`src/rtl/sdio_split_pkg.sv`:
```
package sdio_split_pkg;

    typedef enum logic [2:0] {
        ST_IDLE,
        ST_DIV,
        ST_BLK,
        ST_BYT,
        ST_FIN
    } split_state_e;

    localparam logic MODE_BYTE  = 1'b0;
    localparam logic MODE_BLOCK = 1'b1;

endpackage

```
`src/rtl/sdio_split_div.sv`:
```
module sdio_split_div #(
    parameter int LEN_W = 16,
    parameter int DIV_W = 12
) (
    input  logic             clk,
    input  logic             rst_n,
    input  logic             go_i,
    input  logic [LEN_W-1:0] dividend_i,
    input  logic [DIV_W-1:0] divisor_i,
    output logic [LEN_W-1:0] quot_o,
    output logic [LEN_W-1:0] rem_o,
    output logic             done_o
);
    localparam int CW = (LEN_W > 1) ? $clog2(LEN_W) : 1;
    localparam logic [CW-1:0] CNT_LAST = CW'(LEN_W - 1);

    typedef struct packed {
        logic             busy;
        logic             done;
        logic [CW-1:0]    cnt;
        logic [LEN_W-1:0] quo;
        logic [LEN_W:0]   rem;
        logic [DIV_W-1:0] dvs;
    } div_t;

    div_t q, d;
    logic [LEN_W:0] trial;
    logic [LEN_W:0] dvs_ext;

    always_comb begin
        d       = q;
        d.done  = 1'b0;
        trial   = {q.rem[LEN_W-1:0], q.quo[LEN_W-1]};
        dvs_ext = {{(LEN_W + 1 - DIV_W){1'b0}}, q.dvs};
        if (go_i) begin
            d.busy = 1'b1;
            d.cnt  = '0;
            d.quo  = dividend_i;
            d.rem  = '0;
            d.dvs  = divisor_i;
        end else if (q.busy) begin
            if (trial >= dvs_ext) begin
                d.rem = trial - dvs_ext;
                d.quo = {q.quo[LEN_W-2:0], 1'b1};
            end else begin
                d.rem = trial;
                d.quo = {q.quo[LEN_W-2:0], 1'b0};
            end
            d.cnt = q.cnt + 1'b1;
            if (q.cnt == CNT_LAST) begin
                d.busy = 1'b0;
                d.done = 1'b1;
            end
        end
    end

    always_ff @(posedge clk or negedge rst_n) begin
        if (!rst_n) q <= '0;
        else        q <= d;
    end

    assign quot_o = q.quo;
    assign rem_o  = q.rem[LEN_W-1:0];
    assign done_o = q.done;

endmodule

```
`src/rtl/sdio_split_ctrl.sv`:
```
module sdio_split_ctrl
    import sdio_split_pkg::*;
#(
    parameter int LEN_W    = 16,
    parameter int BLK_W    = 12,
    parameter int BLK_MAX  = 2048,
    parameter int BYTE_MAX = 512
) (
    input  logic             clk,
    input  logic             rst_n,
    input  logic             start_i,
    input  logic [LEN_W-1:0] frame_len_i,
    input  logic [BLK_W-1:0] blk_size_i,
    input  logic             cmd_done_i,
    input  logic             div_done_i,
    input  logic [LEN_W-1:0] div_quot_i,
    input  logic [LEN_W-1:0] div_rem_i,
    output logic             div_go_o,
    output logic             cmd_valid_o,
    output logic             cmd_mode_o,
    output logic [LEN_W-1:0] cmd_count_o,
    output logic [LEN_W-1:0] cmd_offset_o,
    output logic             busy_o,
    output logic             done_o
);
    localparam logic [LEN_W-1:0] PIECE_MAX = LEN_W'(BYTE_MAX);
    localparam logic [BLK_W-1:0] BLK_LIMIT = BLK_W'(BLK_MAX);

    typedef struct packed {
        split_state_e     st;
        logic [LEN_W-1:0] len;
        logic [LEN_W-1:0] nblk;
        logic [LEN_W-1:0] left;
        logic [LEN_W-1:0] offs;
    } ctrl_t;

    ctrl_t q, d;
    logic             blk_ok;
    logic             take;
    logic [LEN_W-1:0] piece;

    assign blk_ok = (blk_size_i != '0) && (blk_size_i <= BLK_LIMIT);
    assign take   = (q.st == ST_IDLE) && start_i;
    assign piece  = (q.left > PIECE_MAX) ? PIECE_MAX : q.left;

    always_comb begin
        d        = q;
        div_go_o = 1'b0;
        unique case (q.st)
            ST_IDLE: begin
                if (take) begin
                    d.len  = frame_len_i;
                    d.nblk = '0;
                    d.offs = '0;
                    d.left = frame_len_i;
                    if (frame_len_i == '0) begin
                        d.st = ST_FIN;
                    end else if (!blk_ok) begin
                        d.st = ST_BYT;
                    end else begin
                        div_go_o = 1'b1;
                        d.st     = ST_DIV;
                    end
                end
            end
            ST_DIV: begin
                if (div_done_i) begin
                    d.nblk = div_quot_i;
                    d.left = div_rem_i;
                    d.offs = q.len - div_rem_i;
                    d.st   = (div_quot_i != '0) ? ST_BLK : ST_BYT;
                end
            end
            ST_BLK: begin
                if (cmd_done_i) begin
                    d.st = (q.left != '0) ? ST_BYT : ST_FIN;
                end
            end
            ST_BYT: begin
                if (cmd_done_i) begin
                    d.left = q.left - piece;
                    d.offs = q.offs + piece;
                    if (q.left == piece) d.st = ST_FIN;
                end
            end
            ST_FIN: begin
                d.st = ST_IDLE;
            end
            default: d.st = ST_IDLE;
        endcase
    end

    always_ff @(posedge clk or negedge rst_n) begin
        if (!rst_n) begin
            q    <= '0;
            q.st <= ST_IDLE;
        end else begin
            q <= d;
        end
    end

    assign cmd_valid_o  = (q.st == ST_BLK) || (q.st == ST_BYT);
    assign cmd_mode_o   = (q.st == ST_BLK) ? MODE_BLOCK : MODE_BYTE;
    assign cmd_count_o  = (q.st == ST_BLK) ? q.nblk : piece;
    assign cmd_offset_o = (q.st == ST_BLK) ? '0 : q.offs;
    assign busy_o       = (q.st != ST_IDLE);
    assign done_o       = (q.st == ST_FIN);

endmodule

```
`src/rtl/sdio_split_seq.sv`:
```
module sdio_split_seq #(
    parameter int LEN_W    = 16,
    parameter int BLK_MAX  = 2048,
    parameter int BYTE_MAX = 512,
    localparam int BLK_W   = $clog2(BLK_MAX) + 1
) (
    input  logic             clk,
    input  logic             rst_n,
    input  logic             start_i,
    input  logic [LEN_W-1:0] frame_len_i,
    input  logic [BLK_W-1:0] blk_size_i,
    input  logic             cmd_done_i,
    output logic             cmd_valid_o,
    output logic             cmd_mode_o,
    output logic [LEN_W-1:0] cmd_count_o,
    output logic [LEN_W-1:0] cmd_offset_o,
    output logic             busy_o,
    output logic             done_o
);
    logic             div_go;
    logic             div_done;
    logic [LEN_W-1:0] div_quot;
    logic [LEN_W-1:0] div_rem;

    sdio_split_div #(
        .LEN_W (LEN_W),
        .DIV_W (BLK_W)
    ) u_div (
        .clk        (clk),
        .rst_n      (rst_n),
        .go_i       (div_go),
        .dividend_i (frame_len_i),
        .divisor_i  (blk_size_i),
        .quot_o     (div_quot),
        .rem_o      (div_rem),
        .done_o     (div_done)
    );

    sdio_split_ctrl #(
        .LEN_W    (LEN_W),
        .BLK_W    (BLK_W),
        .BLK_MAX  (BLK_MAX),
        .BYTE_MAX (BYTE_MAX)
    ) u_ctrl (
        .clk          (clk),
        .rst_n        (rst_n),
        .start_i      (start_i),
        .frame_len_i  (frame_len_i),
        .blk_size_i   (blk_size_i),
        .cmd_done_i   (cmd_done_i),
        .div_done_i   (div_done),
        .div_quot_i   (div_quot),
        .div_rem_i    (div_rem),
        .div_go_o     (div_go),
        .cmd_valid_o  (cmd_valid_o),
        .cmd_mode_o   (cmd_mode_o),
        .cmd_count_o  (cmd_count_o),
        .cmd_offset_o (cmd_offset_o),
        .busy_o       (busy_o),
        .done_o       (done_o)
    );

endmodule

```
`config.mk`:
```
export PLATFORM = sky130hd
export DESIGN_NAME = sdio_split_seq
export DESIGN_NICKNAME = d
export VERILOG_FILES = /design/src/rtl/sdio_split_pkg.sv /design/src/rtl/sdio_split_div.sv /design/src/rtl/sdio_split_ctrl.sv /design/src/rtl/sdio_split_seq.sv
export SDC_FILE = /design/constraint.sdc
export NUM_CORES = 1
export LEC_CHECK = 0
export BUFFER_PORTS_ARGS = -buffer_cell sky130_fd_sc_hd__buf_2
export CAP_MARGIN = 10
export CORE_MARGIN = 1
export CORE_UTILIZATION = 25
export CTS_CLUSTER_DIAMETER = 150
export DETAILED_ROUTE_END_ITERATION = 8
export PLACE_DENSITY = 0.41
export SLEW_MARGIN = 20
export SYNTH_ARGS = -nofsm -noshare
export SYNTH_HDL_FRONTEND = slang
export SYNTH_HIERARCHICAL = 1
export SYNTH_SLANG_ARGS = --single-unit
```
`constraint.sdc`:
```
create_clock -name clk -period 3.8 [get_ports clk]
set_input_delay 0.57 -clock clk [delete_from_list [all_inputs] [get_ports clk]]
set_output_delay 0.57 -clock clk [all_outputs]
set_load 0.01 [all_outputs]
```
### After elaboration in Yosys (flattened, before gate mapping)

Cells that the tools add are included.

* flip-flop bits (word level): 117
* logic and storage cells: 74

* $add $sub $neg: 5
* eq/ne operators: 11
* magnitude comparators: 3
* reductions and logical operators: 16
* muxes and demuxes: 28

Operators with widths (number)
* $pmux W32 S3: 1
* $mux W67: 1
* $mux W16: 3
* $mux W48: 1
* $mux W39: 1
* $mux W37: 1
* $mux W32: 1
* $pmux W16 S2: 1
* $reduce_bool A16 Y1: 2
* $sub A16 B16 Y16: 2
* $mux W18: 1
* $mux W3: 6
* $ge A17 B12 Y1: 1
* $sub A17 B12 Y17: 1
* $add A16 B16 Y16: 1
* $eq A16 B16 Y1: 1
* $gt A16 B10 Y1 const B: 1
* $logic_not A16 Y1: 1
* $le A12 B12 Y1 const B: 1
* $pmux W3 S4: 1
* $reduce_bool A12 Y1: 1
* $mux W1: 8
* $eq A3 B2 Y1 const B: 2
* $ne A2 B2 Y1 const B: 3
* other kinds (15): 20

### Depth between registers and ports, before layout

* depth after elaboration: 7
* depth in mapped cells: 14

### Hierarchy

The synthesis kept the hierarchy.

Modules (own cells, without submodules)
* sdio_split_ctrl: area an instance 4993.5 sq um, instances 1, cells each 595
* sdio_split_div: area an instance 3236.9 sq um, instances 1, cells each 351

### Worst setup path before layout

No wires, ideal clock.

* path type: register to register
* from: register u_ctrl/q[17] (netlist bit)
* to: register u_ctrl/q[15] (netlist bit)
* path slack: 465 ps
* stages on the path, launching flop included: 15
* arrival: 3209 ps
* period minus slack after synthesis: 3335 ps
* library setup time: 126 ps
* path buffers: 1
* path through: dfrtp_1 nor3_2 nand3_1 or3_4 a21oi_4 buf_4 and2_1 ha_1 a211oi_1 nor2_1 nor3_1 a32oi_1 a221oi_1 xnor2_1 a221o_1

* longest elaborated chain between the ends: 5

RTL lines
* from (decl): RTL line sdio_split_ctrl.sv:37 `ctrl_t q, d;`
* $gt A16 B10 Y1: RTL line sdio_split_ctrl.sv:44 `assign piece = (q.left > PIECE_MAX) ? PIECE_MAX : q.left;`
* $mux W16 *: RTL line sdio_split_ctrl.sv:44
* $add A16 B16 Y16 *: RTL line sdio_split_ctrl.sv:82 `d.offs = q.offs + piece;`
* $mux W32 *: RTL line sdio_split_ctrl.sv:80 `if (cmd_done_i) begin`
* $pmux W32 S3 *: RTL line sdio_split_ctrl.sv:49 `unique case (q.st)`

Every way passes the cells marked *; elsewhere a longest branch is shown, timed or not. The select of a mux whose other input is x is not followed.
A chain may end at the register's enable or synchronous reset.

### Worst setup path after layout

* from: register u_ctrl/q[19] (netlist bit)
* to: register u_ctrl/q[15] (netlist bit)

Same word-level chain as after synthesis.

==> reports/qor.yml <==
pwr:
  p_leak_nw: 4.40
  switchingPower_mw: 4.58
  ir_worst_vdd_mv: 0.366
  p_per_area_nw_per_um2: 1020
  combPwrFrac_pct: 57.4
  seqPwrFrac_pct: 24.5
  total_power_mw: 9.75
  pwr-share-clk_pct: 18.1
  swShare_pct: 47.0
  p_int_mw: 5.17
final_layout:
  regArea_um2: 2930
  fin_util_pct: 29.4
  fillers: 3439
  syn2layout_area_growth_pct: 16.0
  nets: 1059
  multi_input_area_um2: 4730
  drive_above_1_share_pct: 16.2
  postLayoutCellArea_um2: 9550
  antenna-diode-count: 0
  fin_cells: 1435
placement:
  dp_hpwl_mm: 20.0
  gp_congestion: 0.881
  portBuffers: 67
  preCtsSetupSlack_ns: 0.101
  dp_cells: 1401
  dpl_cell_area_um2: 8880
timing:
  hold_violations: 0
  relSlewSlack_pct: 35.6
  tightest_slew_ns: 0.964
  finalMaxSlewViolations: 0
  hold-worst-slack_ns: 0.236
  min_period_ns: 3.55
  fmax_mhz: 281
  fin_setup_tns_ns: 0
  finalSetupViolations: 0
  period_share_pct: 93.5
  skew_ns: 0.0127
  grt_setup_unrepaired: "no"
  layout_setup_ws_ns: 0.245
synthesis:
  synth_cell_types: 85
  synthTopCellsByArea: "dfrtp_1 (36%), ha_1 (6.7%), nand2_1 (6.4%)"
  synthTopCellsByCount: "nand2_1 (141), dfrtp_1 (117), o21ai_0 (70)"
  yosysTopAreaCell: "dfrtp_1"
  yosys.area.top_type_share_pct: 35.6
  synthCells: 946
  synthFlopType: "dfrtp_1"
  yosysWarnings: 6
  synth_seq_cells: 117
  synthArstFlopShare_pct: 100
  synth.most_common_cell: "nand2_1"
  syn_area_um2: 8230
  synth-edff-count: 0
  syn_area_per_cell_um2: 8.70
  ys_seq_area_share_pct: 35.6
route:
  avgViaCountPerCell: 4.89
  dr.pass1.iters: 4
  vias: 7022
  post_drt_wl_per_cell_um: 18.5
  drc_errors: 0
  wl_mm: 26.6
  drt_iter0_drc: 463
  ant_nets: 0
min_path:
  hold_path_class: "in2async"
floorplan:
  die_h_um: 183
  die_x_um: 183
  ios: 68
  core_um2: 32500
  die-area_um2: 33700
  rows: 66
  initial_core_util_pct: 25.4
critical_path:
  cp_max_fo: 13
  required_ns: 4.11
  worstSetupPathType: "reg2reg"
  cp-end-kind: "flop"
  cp_slowest_cell: "dfrtp_1"
  critPathLaunchType: "flop"
  cp_data_arrival_time_ns: 3.87
  max_stage_delay_ns: 0.41
  cp_cell_sequence: "nor3_2 > nand3_1 > or3_4 > a21oi_4 > buf_12 > and2_1 > ha_1 > a211oi_1 > nor2_1 > nor3_1 > a32oi_2 > a221oi_2 > xnor2_1 > a221o_1"
global_routing:
  grt_pass1_vias: 6882
  grt_pass1_wl_mm: 41.3
  antenna_found_initial: 0
  grt_max_degree: 58
  overflow: 0
  grt_use_total_pct: 16.3
clocking:
  ctsHoldBuffers: 0
  h-tree-depth: 4
  clockBufferDepth: 2
  cts.clk_slew.worst_paths_ns: 0.06
  clock_latency_ns: 0.43
  cts-buffers-inserted: 17
  cts_tree: "built"
  cts_sinks: 117
  clock-root-buffer: "clkbuf_16"
outcome:
  status: "finished clean"
flow_run:
  drv_cap: 0
cell type report:
class                           count  share of cell area [%]
Clock buffer                       20                    4.78
Clock inverter                     12                    1.85
Inverter                           46                    1.81
Multi-Input combinational cell    710                    49.5
Sequential cell                   117                    30.7
Tap cell                          442                    5.79
Timing Repair Buffer               88                    5.58
metal layers:
metal | GRT usage [%] | share of wire (%) | vias to the layer above
li1 | - | - | 3432
met1 | 22.6 | 49 | 3402
met2 | 25.6 | 46 | 161
met3 | 2.95 | 3.9 | 27
met4 | 5.23 | 1.7 | 0
met5 | 0 | 0 | -
power groups by stage:
stage          Sequential, mW  Combinational (mW)  Clock, mW
6_report                 2.39                5.59       1.76
2_1_floorplan            2.06                4.41          0
3_3_place_gp             2.41                5.52          0
3_5_place_dp             2.41                5.50          0
5_1_grt                  2.47                6.20       1.86
4_1_cts                  2.39                5.53       1.82
sequential cells by signal, indices dropped and copies added (netlist names):
name           count
u_div/quot_o      16
u_div/rem_o       16
u_div/dvs_ext     12
u_ctrl/q          67
u_div/done_o       1
u_div/q            5
cell usage in the layout, fill, tap and decap left out, types with 19 or more instances in the layout:
master,instances
nand2_1,141
buf_2,66
nor2_1,60
o21ai_0,70
inv_1,46
nor2b_1,22
buf_4,19
xnor2_1,24
mux2i_1,24
ha_1,44
dfrtp_1,116
and2_1,19
a21oi_1,39
critical path, delay by kind of cell, from the launching register on:
| kind | cells | cell delay, ns |
|---|---|---|
| buf+inv | 1 | 0.14 |
| fa+ha+maj | 1 | 0.32 |
| xor+xnor | 1 | 0.10 |
| flops | 1 | 0.41 |
| compound gates | 5 | 1.20 |
| simple gates | 6 | 1.26 |
cell families (layout without fill, tap and decap cells):
| kind of cell | count (synthesis) | after routing | share of synthesized area (%) |
|---|---|---|---|
| XOR/XNOR | 37 | 37 | 3.94 |
| adder cells (fa/ha/maj) | 47 | 47 | 7.42 |
| multiplexers | 38 | 38 | 4.83 |
| AO/OA/AOI/OAI | 258 | 258 | 21.8 |
| flip-flops | 117 | 117 | 35.6 |
| AND/OR/NAND/NOR | 324 | 324 | 18.9 |
| buffers and inverters | 123 | 166 | 7.43 |
| other | 2 | 6 | 0.0912 |
worst paths after layout:
kind                                     from               end  slack [ns]  depth (start not counted)
worst max-delay path             u_ctrl/q[19]      u_ctrl/q[15]        0.25                         14
worst min-delay path                    rst_n      u_ctrl/q[37]        0.24                          1
worst max register to register   u_ctrl/q[19]      u_ctrl/q[15]        0.25                         14
worst min register to register   u_ctrl/q[61]      u_ctrl/q[61]        0.48                          2
max in group asynchronous               rst_n      u_ctrl/q[22]        2.70                          2
min in group clk                blk_size_i[8]  u_div/dvs_ext[8]        0.37                          3
what timing repair did:
item / 4_1_cts / 5_1_grt
setup buffers: 0 / 2
endpoints found under the setup margin: 0 / 4
gates resized for setup: 0 / 2
Note: power is estimated with default switching activity, not from simulation.
